[config.mk]
export PLATFORM = sky130hd
export DESIGN_NAME = nor_bus_front
export DESIGN_NICKNAME = d
export VERILOG_FILES = /design/src/rtl/nbf_pkg.sv /design/src/rtl/nbf_sync.sv /design/src/rtl/nbf_control.sv /design/src/rtl/nbf_datapath.sv /design/src/rtl/nor_bus_front.sv
export SDC_FILE = /design/constraint.sdc
export NUM_CORES = 1
export LEC_CHECK = 0
export ABC_AREA = 1
export BUFFER_PORTS_ARGS = -buffer_cell sky130_fd_sc_hd__buf_2
export CORE_MARGIN = 1.5
export CORE_UTILIZATION = 50
export CTS_BUF_LIST = sky130_fd_sc_hd__clkbuf_8
export DETAILED_ROUTE_END_ITERATION = 10
export PLACE_DENSITY = 0.79
export REMOVE_ABC_BUFFERS = 1
export SYNTH_ARGS = -nofsm -noshare
export SYNTH_HDL_FRONTEND = slang
export SYNTH_HIERARCHICAL = 1
export SYNTH_SLANG_ARGS = --single-unit
export TNS_END_PERCENT = 30
[constraint.sdc]
create_clock -name clk -period 1.55 [get_ports clk]
set_input_delay 0.31 -clock clk [delete_from_list [all_inputs] [get_ports clk]]
set_output_delay 0.31 -clock clk [all_outputs]
set_load 0.005 [all_outputs]
[src/rtl/nbf_pkg.sv]
package nbf_pkg;

  typedef enum logic [1:0] {
    SEQ_IDLE = 2'd0,
    SEQ_GOT1 = 2'd1,
    SEQ_GOT2 = 2'd2
  } seqState_t;

  // strobes from control to datapath
  typedef struct packed {
    logic readEn;
    logic idMode;
    logic standby;
  } ctrlStrobes_t;

  // computed array content for word index idx
  function automatic logic [31:0] arrayWord(input int unsigned idx);
    logic [31:0] v;
    v = (idx * 32'h0000_1357) ^ 32'h0000_C0DE;
    return v;
  endfunction

endpackage

[src/rtl/nbf_sync.sv]
module nbf_sync #(
  parameter int WIDTH = 3,
  parameter logic [WIDTH-1:0] RESET_VAL = '1
) (
  input  logic             clk,
  input  logic             rstN,
  input  logic [WIDTH-1:0] rawIn,
  output logic [WIDTH-1:0] syncOut
);

  logic [WIDTH-1:0] stage1;
  logic [WIDTH-1:0] stage2;

  generate
    for (genvar b = 0; b < WIDTH; b++) begin : g_bit
      always_ff @(posedge clk or negedge rstN) begin
        if (!rstN) begin
          stage1[b] <= RESET_VAL[b];
          stage2[b] <= RESET_VAL[b];
        end else begin
          stage1[b] <= rawIn[b];
          stage2[b] <= stage1[b];
        end
      end
    end
  endgenerate

  assign syncOut = stage2;

endmodule

[src/rtl/nbf_control.sv]
module nbf_control
  import nbf_pkg::*;
#(
  parameter int ADDR_W      = 11,
  parameter int DATA_W      = 16,
  parameter int BUSY_CYCLES = 8
) (
  input  logic              clk,
  input  logic              rstN,
  input  logic              ceS,
  input  logic              oeS,
  input  logic              weS,
  input  logic [ADDR_W-1:0] addr,
  input  logic [DATA_W-1:0] cmdData,
  output ctrlStrobes_t      strobes
);

  localparam int BUSY_W = $clog2(BUSY_CYCLES + 1);
  localparam logic [ADDR_W-1:0] UNLOCK_A1 = ADDR_W'(11'h555);
  localparam logic [ADDR_W-1:0] UNLOCK_A2 = ADDR_W'(11'h2AA);
  localparam logic [DATA_W-1:0] KEY_1     = DATA_W'(8'hAA);
  localparam logic [DATA_W-1:0] KEY_2     = DATA_W'(8'h55);
  localparam logic [DATA_W-1:0] KEY_ID    = DATA_W'(8'h90);
  localparam logic [DATA_W-1:0] KEY_EXIT  = DATA_W'(8'hF0);
  localparam logic [BUSY_W-1:0] BUSY_LOAD = BUSY_W'(BUSY_CYCLES);

  logic              weQ;
  logic              cmdFire;
  logic              firstOk;
  logic              secondOk;
  logic              thirdOk;
  seqState_t         seq;
  logic              idMode;
  logic [BUSY_W-1:0] busyCnt;
  logic              busy;

  assign cmdFire  = weS & ~weQ & ~ceS & oeS;
  assign firstOk  = (addr == UNLOCK_A1) && (cmdData == KEY_1);
  assign secondOk = (addr == UNLOCK_A2) && (cmdData == KEY_2);
  assign thirdOk  = (addr == UNLOCK_A1) && (cmdData == KEY_ID);
  assign busy     = (busyCnt != '0);

  always_ff @(posedge clk or negedge rstN) begin
    if (!rstN) begin
      weQ     <= 1'b1;
      seq     <= SEQ_IDLE;
      idMode  <= 1'b0;
      busyCnt <= '0;
    end else begin
      weQ <= weS;
      if (busy) busyCnt <= busyCnt - 1'b1;
      if (cmdFire) begin
        if (cmdData == KEY_EXIT) begin
          seq    <= SEQ_IDLE;
          idMode <= 1'b0;
        end else begin
          unique case (seq)
            SEQ_IDLE: begin
              if (firstOk) seq <= SEQ_GOT1;
              else         idMode <= 1'b0;
            end
            SEQ_GOT1: begin
              if (secondOk) seq <= SEQ_GOT2;
              else begin
                seq    <= SEQ_IDLE;
                idMode <= 1'b0;
              end
            end
            SEQ_GOT2: begin
              seq <= SEQ_IDLE;
              if (thirdOk) begin
                idMode  <= 1'b1;
                busyCnt <= BUSY_LOAD;
              end else begin
                idMode <= 1'b0;
              end
            end
            default: begin
              seq    <= SEQ_IDLE;
              idMode <= 1'b0;
            end
          endcase
        end
      end
    end
  end

  always_comb begin
    strobes.readEn  = ~ceS & ~oeS & weS;
    strobes.idMode  = idMode;
    strobes.standby = ~rstN | (ceS & ~busy);
  end

  // identification mode is entered only from the last unlock step
  p_id_entry_r4: assert property (@(posedge clk) disable iff (!rstN)
    $rose(idMode) |-> ($past(seq) == SEQ_GOT2) && $past(cmdFire));

  // a wrong first word leaves array-read mode
  p_bad_first_r6: assert property (@(posedge clk) disable iff (!rstN)
    (cmdFire && seq == SEQ_IDLE && !firstOk) |=> !idMode);

  // the internal operation only starts from an accepted command word
  p_busy_start_r10: assert property (@(posedge clk) disable iff (!rstN)
    $rose(busy) |-> $past(cmdFire) && idMode);

endmodule

[src/rtl/nbf_datapath.sv]
module nbf_datapath
  import nbf_pkg::*;
#(
  parameter int ADDR_W      = 11,
  parameter int DATA_W      = 16,
  parameter int ARRAY_WORDS = 16,
  parameter int STABLE_N    = 12,
  parameter logic [7:0] MFR_CODE = 8'h3D,
  parameter logic [7:0] DEV_CODE = 8'hA7
) (
  input  logic              clk,
  input  logic              rstN,
  input  logic [ADDR_W-1:0] addr,
  input  ctrlStrobes_t      strobes,
  output logic [DATA_W-1:0] dataOut,
  output logic              dataOutEn,
  output logic              lowPower
);

  localparam int IDX_W = $clog2(ARRAY_WORDS);
  localparam int CNT_W = $clog2(STABLE_N + 1);
  localparam logic [CNT_W-1:0] CNT_MAX = CNT_W'(STABLE_N);

  logic [DATA_W-1:0] romWords [ARRAY_WORDS];
  logic [DATA_W-1:0] arrayData;
  logic [DATA_W-1:0] idData;
  logic [ADDR_W-1:0] addrQ;
  logic [CNT_W-1:0]  stableCnt;

  generate
    for (genvar w = 0; w < ARRAY_WORDS; w++) begin : g_rom
      localparam logic [31:0] WORD_VAL = arrayWord(w);
      assign romWords[w] = WORD_VAL[DATA_W-1:0];
    end
  endgenerate

  assign arrayData = romWords[addr[IDX_W-1:0]];
  assign idData    = {{(DATA_W-8){1'b0}}, (addr[0] ? DEV_CODE : MFR_CODE)};
  assign dataOut   = strobes.idMode ? idData : arrayData;
  assign dataOutEn = strobes.readEn & ~strobes.standby;

  // address stability timer
  always_ff @(posedge clk or negedge rstN) begin
    if (!rstN) begin
      addrQ     <= '0;
      stableCnt <= '0;
    end else begin
      addrQ <= addr;
      if (addr != addrQ)          stableCnt <= '0;
      else if (stableCnt < CNT_MAX) stableCnt <= stableCnt + 1'b1;
    end
  end

  assign lowPower = (stableCnt >= CNT_MAX);

  // outputs released whenever standby is flagged
  p_tristate_r8: assert property (@(posedge clk) disable iff (!rstN)
    strobes.standby |-> !dataOutEn);

  // low power is reached only with a held address
  p_lowpower_r11: assert property (@(posedge clk) disable iff (!rstN)
    $rose(lowPower) |-> $stable(addrQ));

endmodule

[src/rtl/nor_bus_front.sv]
module nor_bus_front
  import nbf_pkg::*;
#(
  parameter int ADDR_W      = 11,
  parameter int DATA_W      = 16,
  parameter int ARRAY_WORDS = 16,
  parameter int STABLE_N    = 12,
  parameter int BUSY_CYCLES = 8
) (
  input  logic              clk,
  input  logic              rstN,
  input  logic              ceN,
  input  logic              oeN,
  input  logic              weN,
  input  logic [ADDR_W-1:0] addr,
  input  logic [DATA_W-1:0] dataIn,
  output logic [DATA_W-1:0] dataOut,
  output logic              dataOutEn,
  output logic              standby,
  output logic              lowPower
);

  logic [2:0]   syncStrobes;
  ctrlStrobes_t strobes;

  // bit 2 chip enable (resets low so release is immediate), 1 output enable, 0 write enable
  nbf_sync #(.WIDTH(3), .RESET_VAL(3'b011)) u_sync (
    .clk     (clk),
    .rstN    (rstN),
    .rawIn   ({ceN, oeN, weN}),
    .syncOut (syncStrobes)
  );

  nbf_control #(
    .ADDR_W(ADDR_W), .DATA_W(DATA_W), .BUSY_CYCLES(BUSY_CYCLES)
  ) u_control (
    .clk     (clk),
    .rstN    (rstN),
    .ceS     (syncStrobes[2]),
    .oeS     (syncStrobes[1]),
    .weS     (syncStrobes[0]),
    .addr    (addr),
    .cmdData (dataIn),
    .strobes (strobes)
  );

  nbf_datapath #(
    .ADDR_W(ADDR_W), .DATA_W(DATA_W), .ARRAY_WORDS(ARRAY_WORDS), .STABLE_N(STABLE_N)
  ) u_datapath (
    .clk       (clk),
    .rstN      (rstN),
    .addr      (addr),
    .strobes   (strobes),
    .dataOut   (dataOut),
    .dataOutEn (dataOutEn),
    .lowPower  (lowPower)
  );

  assign standby = strobes.standby;

endmodule

==> results of run 1 <==
logic make-up after synthesis:
family                     Yosys count  share of synthesized area
DFF                                 29                      0.330
AOI/OAI and AO/OA                   28                     0.0740
adders and majority gates           10                     0.0565
xor gates and xnor gates             7                     0.0277
muxes                                2                    0.00903
buffers and inverters               73                      0.141
and+or+nand+nor                    191                      0.362
power groups by stage:
stage | combinational, mW | clock [mW] | sequential, mW
6_report | 0.721 | 0.607 | 0.842
5_1_grt | 0.787 | 0.664 | 0.846
4_1_cts | 0.603 | 0.620 | 0.835
3_5_place_dp | 0.525 | 0 | 0.847
3_3_place_gp | 0.514 | 0 | 0.845
2_1_floorplan | 0.279 | 0 | 0.841
final cells by class:
class                           count  area, µm²  area share
Clock buffer                        6       82.6      0.0269
Clock inverter                      1       3.75     0.00122
Inverter                           67        264      0.0860
Multi-Input combinational cell    238       1330       0.434
Sequential cell                    29        733       0.239
Tap cell                           52       65.1      0.0212
Timing Repair Buffer               88        588       0.192
what timing repair did:
item,4_1_cts,5_1_grt
buffers inserted,15,6
pin swaps,14,17
resized for setup,36,30
hold endpoints to repair,0,0
endpoints found under the setup margin,15,19
cloned,0,0
flip-flops by register name, summed over array words and instances (netlist names):
| signal | flops |
|---|---|
| u_sync/syncOut | 3 |
| u_control/busyCnt | 4 |
| u_control/weQ | 1 |
| u_control/idMode | 1 |
| u_datapath/stableCnt | 4 |
| u_control/seq | 2 |
| u_datapath/addrQ | 11 |
| u_sync/stage1 | 3 |
metrics by stage:
step,instance area (µm²),std cells,power (mW)
floorplan,2160,334,1.12
global placement,2630,456,1.36
detailed placement,2630,456,1.37
CTS,2950,478,2.06
global route,3070,481,2.30
finish,3070,481,2.17
worst min-delay path by stage:
stage | startpoint | to | slack (ns)
finish | rstN | u_datapath/addrQ[6] | 0.08
global placement | rstN | u_datapath/addrQ[8] | 0.35
detailed placement | u_sync/stage1[0] | u_sync/syncOut[0] | 0.35
floorplan | rstN | u_control/busyCnt[0] | 0.01
CTS | rstN | u_datapath/addrQ[8] | 0.07
global route | rstN | u_sync/syncOut[2] | 0.10
worst max-delay path: stages, from the launching register on:
cell and delay (ns):
dfrtp_1 0.39, inv_2 0.09, ha_4 0.15, inv_4 0.04, nor2_4 0.11, nand2_2 0.09
o21ai_2 0.16, nor2_1 0.06, buf_2 0.12
layout by cell type, fill, tap and decap left out, types with 2 or more instances in the layout:
| cell type | instances |
|---|---|
| mux2i_1 | 2 |
| nand3_1 | 15 |
| nand3_2 | 3 |
| inv_4 | 3 |
| nor2_2 | 6 |
| buf_2 | 46 |
| o21ai_2 | 5 |
| nor2_4 | 3 |
| nor2_1 | 49 |
| ha_1 | 5 |
| o21ai_1 | 4 |
| nand2_2 | 12 |
| o21ai_0 | 4 |
| buf_6 | 4 |
| a21oi_2 | 5 |
| xnor2_1 | 4 |
| buf_4 | 34 |
| a21oi_1 | 5 |
| clkbuf_8 | 6 |
| buf_8 | 2 |
| nor3_2 | 2 |
| dfrtp_1 | 23 |
| dfstp_2 | 5 |
| xor2_1 | 3 |
| inv_2 | 8 |
| ha_4 | 5 |
| nor3_1 | 6 |
| nand2_1 | 92 |
| inv_1 | 55 |
layer usage:
| metal | vias up | wire (µm) | GRT usage |
|---|---|---|---|
| met5 | - | 0 | 0 |
| met4 | 0 | 121 | 0.0806 |
| met3 | 12 | 270 | 0.0610 |
| met2 | 78 | 3030 | 0.424 |
| met1 | 1077 | 2320 | 0.267 |
| li1 | 1205 | - | - |
==> flow_metrics.env, run 1 <==
export IMPL_drt_pass1_iter_count=4
export IMPL_avgSynthCellArea_um2=6.52
export IMPL_tightest_slew_ns=0.358
export IMPL_n_antenna_cell=0
export IMPL_cap_viol_max_count=0
export IMPL_seq_area_frac_synth=0.330
export IMPL_io_buffers=50
export IMPL_cts_htree_levels=2
export IMPL_p_per_area_mw_per_mm2=707
export IMPL_gr_usage_all_layers=0.235
export IMPL_cts_sinks=29
export IMPL_pre_cts_ws_ns=-0.152
export IMPL_drive_gt1_frac=0.364
export IMPL_synth_top_cells_by_count="nand2_1, inv_1, nor2_1"
export IMPL_detail_route_antenna_nets=0
export IMPL_hold_slack_ns=0.0794
export IMPL_post_route_util=0.715
export IMPL_antenna_found_initial=0
export IMPL_fill_cells=332
export IMPL_vdd_drop_max_mv=0.567
export IMPL_synth_edf_count=0
export IMPL_die_x_um=69.6
export IMPL_ys_top_cells_by_area="dfrtp_1, nand2_1, inv_1, nor2_1, dfstp_2"
export IMPL_clock_skew_ns=0.00217
export IMPL_rsz0062_at_grt="true"
export IMPL_yosysMostFrequentCell="nand2_1"
export IMPL_drc=0
export IMPL_r2r_end="u_control/busyCnt[3]"
export IMPL_clk_pin_slew_ns=0.06
export IMPL_synth_distinct_cells=31
export IMPL_final_max_slew_violation_count=0
export IMPL_p_sw_frac=0.309
export IMPL_postSynthCellCount=340
export IMPL_reg2reg_depth=12
export IMPL_reg2reg_from="u_control/busyCnt[1]"
export IMPL_synth_area_mm2=0.00222
export IMPL_grt_ovfl_total=0
export IMPL_endpoint="dataOutEn"
export IMPL_die_area_mm2=0.00484
export IMPL_synth_seq_cells=29
export IMPL_p_leak_nw=1.70
export IMPL_pin_count=51
export IMPL_critPathArrivalTime_ns=1.49
export IMPL_switching_power_uw=671
export IMPL_run_status="finished, violations left"
export IMPL_synth_top_area_share=0.271
export IMPL_start_kind="flip-flop"
export IMPL_cp_required_ns=1.24
export IMPL_max_freq_mhz=555
export IMPL_wirelength_um=5740
export IMPL_hold_buffers=0
export IMPL_grt_max_degree=30
export IMPL_violations="setup timing"
export IMPL_cp_end_kind="output pin"
export IMPL_hold_class="in2async"
export IMPL_clockPowerShare=0.280
export IMPL_hold_viol_final=0
export IMPL_synth_flop_cell="dfrtp_1"
export IMPL_hpwl_um=3630
export IMPL_wire_per_inst_um=11.9
export IMPL_setup_tns_ns=-0.827
export IMPL_report_final_setup_viol=9
export IMPL_globalplace_congestion=0.859
export IMPL_crit_start="u_control/busyCnt[1]"
export IMPL_cts_made_buffers=5
export IMPL_combPwrFrac=0.332
export IMPL_p_seq_frac=0.388
export IMPL_fin_ws_ns=-0.251
export IMPL_ys_warn_count=6
export IMPL_period_needed_ns=1.80
export IMPL_crit_type="reg2out"
export IMPL_synthArstFlopShare=1.00
export IMPL_via_per_inst=4.93
export IMPL_grt_pass1_wl_um=9290
export IMPL_internal_power_mw=1.50
export IMPL_cts_tree="yes"
export IMPL_dieHeight_um=69.6
export IMPL_coreArea_mm2=0.00429
export IMPL_path_max_fanout=2
export IMPL_nNetsFinal=471
export IMPL_syn2layout_area_growth_pct=38.5
export IMPL_cts_root_buffer="clkbuf_8"
export IMPL_drt_iter0_markers=102
export IMPL_initial_utilization=0.516
export IMPL_clk_latency_ns=0.28
export IMPL_first_global_vias=2280
export IMPL_clockBufferDepth=2
export IMPL_vias=2372
export IMPL_reg2reg_setup_slack_ns=-0.11
export IMPL_maxSlewHeadroom=0.761
export IMPL_rows=24
export IMPL_synth_top_cell_by_area="dfrtp_1"
export IMPL_min_period_over_period=1.16
(Power assumes the default switching activity.)
==> inputs of run 2 (changes only) <==
--- a/config.mk
+++ b/config.mk
@@ -11,7 +11,7 @@
 export CORE_UTILIZATION = 50
 export CTS_BUF_LIST = sky130_fd_sc_hd__clkbuf_8
 export DETAILED_ROUTE_END_ITERATION = 10
-export PLACE_DENSITY = 0.79
+export PLACE_DENSITY_LB_ADDON = 0.3
 export REMOVE_ABC_BUFFERS = 1
 export SYNTH_ARGS = -nofsm -noshare
 export SYNTH_HDL_FRONTEND = slang
==> run 2 against run 1 <==
Net effect:
- the flow still finishes with violations (setup timing)
- final area is 2.1% lower
- critical path depth did not move
- first-iteration DRC count up 6.9%
- combinational power decreased by 13%
- utilization fell by 1.5 points
- die area stayed put
- routed wire length is 7.3% lower
- final cell count shrank 0.62%
- non-clock buffer count is 4 lower
- sequential share of layout area rose by 0.47 points
- critical path type unchanged
- largest cell class unchanged
==> flow_metrics.env, run 2 (synthesized netlist as in run 1, its figures left out) <==
export IMPL_run_status="finished, violations left"
export IMPL_violations="setup timing"
export IMPL_cap_viol_max_count=0
export IMPL_fin_cells=478
export IMPL_cts_made_buffers=5
export IMPL_max_freq_mhz=583
export IMPL_maxSlewHeadroom=0.757
export IMPL_place_area_mm2=0.00262
export IMPL_grt_ovfl_total=0
export IMPL_rows=24
export IMPL_clockPowerShare=0.313
export IMPL_clk_pin_slew_ns=0.06
export IMPL_p_seq_frac=0.394
export IMPL_wirelength_um=5320
export IMPL_layout_common_cells="nand2_1, inv_1, nor2_1"
export IMPL_clockBufferDepth=2
export IMPL_syn2layout_area_growth_pct=35.6
export IMPL_final_area_mm2=0.00301
export IMPL_switching_power_uw=633
export IMPL_fin_ws_ns=-0.164
export IMPL_cp_required_ns=1.24
export IMPL_grt_max_degree=30
export IMPL_reg2reg_depth=12
export IMPL_multiInputGateArea_mm2=0.00129
export IMPL_die_x_um=69.6
export IMPL_nNetsFinal=467
export IMPL_hold_class="in2async"
export IMPL_p_leak_nw=1.69
export IMPL_combPwrFrac=0.293
export IMPL_die_area_mm2=0.00484
export IMPL_p_per_area_mw_per_mm2=710
export IMPL_start_kind="flip-flop"
export IMPL_final_max_slew_violation_count=0
export IMPL_final_common_cell="nand2_1"
export IMPL_regArea_um2=732
export IMPL_clock_skew_ns=0.00321
export IMPL_dieHeight_um=69.6
export IMPL_setup_tns_ns=-0.547
export IMPL_vdd_drop_max_mv=0.785
export IMPL_period_needed_ns=1.71
export IMPL_detail_route_antenna_nets=0
export IMPL_clk_latency_ns=0.27
export IMPL_tightest_slew_ns=0.364
export IMPL_via_per_inst=4.84
export IMPL_path_max_fanout=2
export IMPL_cts_root_buffer="clkbuf_8"
export IMPL_largest_registers="u_datapath/addrQ x11, u_control/busyCnt x4, u_datapath/stableCnt x4"
export IMPL_cts_tree="yes"
export IMPL_largest_register_ffs=11
export IMPL_vias=2314
export IMPL_crit_type="reg2out"
export IMPL_fill_cells=359
export IMPL_io_buffers=50
export IMPL_p_sw_frac=0.297
export IMPL_drive_gt1_frac=0.343
export IMPL_cts_sinks=29
export IMPL_drt_iter0_markers=109
export IMPL_internal_power_mw=1.50
export IMPL_coreArea_mm2=0.00429
export IMPL_top_register="u_datapath/addrQ"
export IMPL_first_global_vias=2232
export IMPL_cts_htree_levels=2
export IMPL_wire_per_inst_um=11.1
export IMPL_rsz0062_at_grt="true"
export IMPL_initial_utilization=0.516
export IMPL_report_final_setup_viol=13
export IMPL_pin_count=51
export IMPL_dp_cells=456
export IMPL_hpwl_um=3680
export IMPL_gr_usage_all_layers=0.220
export IMPL_hold_viol_final=0
export IMPL_cp_end_kind="output pin"
export IMPL_critPathArrivalTime_ns=1.40
export IMPL_min_period_over_period=1.11
export IMPL_drt_pass1_iter_count=4
export IMPL_grt_pass1_wl_um=8830
export IMPL_drc=0
export IMPL_antenna_found_initial=0
export IMPL_globalplace_congestion=0.903
export IMPL_n_antenna_cell=0
[run 2: changes by cell type in the layout (fill, tap and decap cells not counted), sizes merged]
cell,delta
inv,-1
clkinv,+1
clkbuf,+1
buf,-4
[run 2: timing repair]
| item | CTS | global route |
|---|---|---|
| setup buffers | 12 | 3 |
| hold buffers | 0 | 0 |
| pin swaps | 10 | 15 |
| resized for setup | 27 | 33 |
| endpoints found under the setup margin | 16 | 19 |
[run 2: final timing paths]
check	slack [ns]	endpoint	from
hold reg to reg	0.35	u_sync/syncOut[2]	u_sync/stage1[2]
hold / removal	0.07	u_datapath/addrQ[10]	rstN
setup / recovery	-0.16	dataOutEn	u_control/busyCnt[0]
max in group asynchronous	1.17	u_control/weQ	rstN
setup reg to reg	-0.01	u_control/busyCnt[3]	u_control/busyCnt[0]
min in group clk	0.13	u_sync/stage1[0]	weN
[run 2: stage by stage]
stage | utilization | total power [mW] | setup slack, ns | hold slack, ns
2_1_floorplan | - | 1.12 | 0.0358 | 0.0144
3_3_place_gp | 0.610 | 1.36 | -0.0893 | 0.333
3_5_place_dp | 0.610 | 1.37 | -0.121 | 0.337
4_1_cts | 0.670 | 2.10 | -0.198 | 0.0715
5_1_grt | 0.700 | 2.27 | -0.263 | 0.0870
6_report | 0.700 | 2.13 | -0.164 | 0.0739
[run 2: layout make-up]
class                   instances  area share
clock buffers                   7      0.0321
clock inverters                 1     0.00167
inverters                      67      0.0870
multi-input cells             238       0.431
flip-flops and latches         29       0.244
well taps                      52      0.0216
repair buffers                 84       0.183
[run 2: layer usage]
metal,up-vias,share of wire,GRT usage
li1,1201,-,-
met1,1060,0.43,0.265
met2,51,0.53,0.393
met3,2,0.040,0.0422
met4,0,0.00094,0.0719
met5,-,0,0
[run 2: power by group through the flow]
stage	Sequential [mW]	Clock, mW	Combinational, mW
floorplan	0.841	0	0.279
global placement	0.844	0	0.514
detailed placement	0.846	0	0.526
CTS	0.836	0.682	0.579
global route	0.845	0.724	0.705
finish	0.841	0.668	0.626
[run 2: critical path: stages (launching register included)]
cell	delay, ns
dfrtp_1	0.39
inv_2	0.10
ha_4	0.13
inv_2	0.05
nor2_4	0.09
nand2_2	0.06
o21ai_2	0.13
nor2_1	0.06
buf_2	0.12
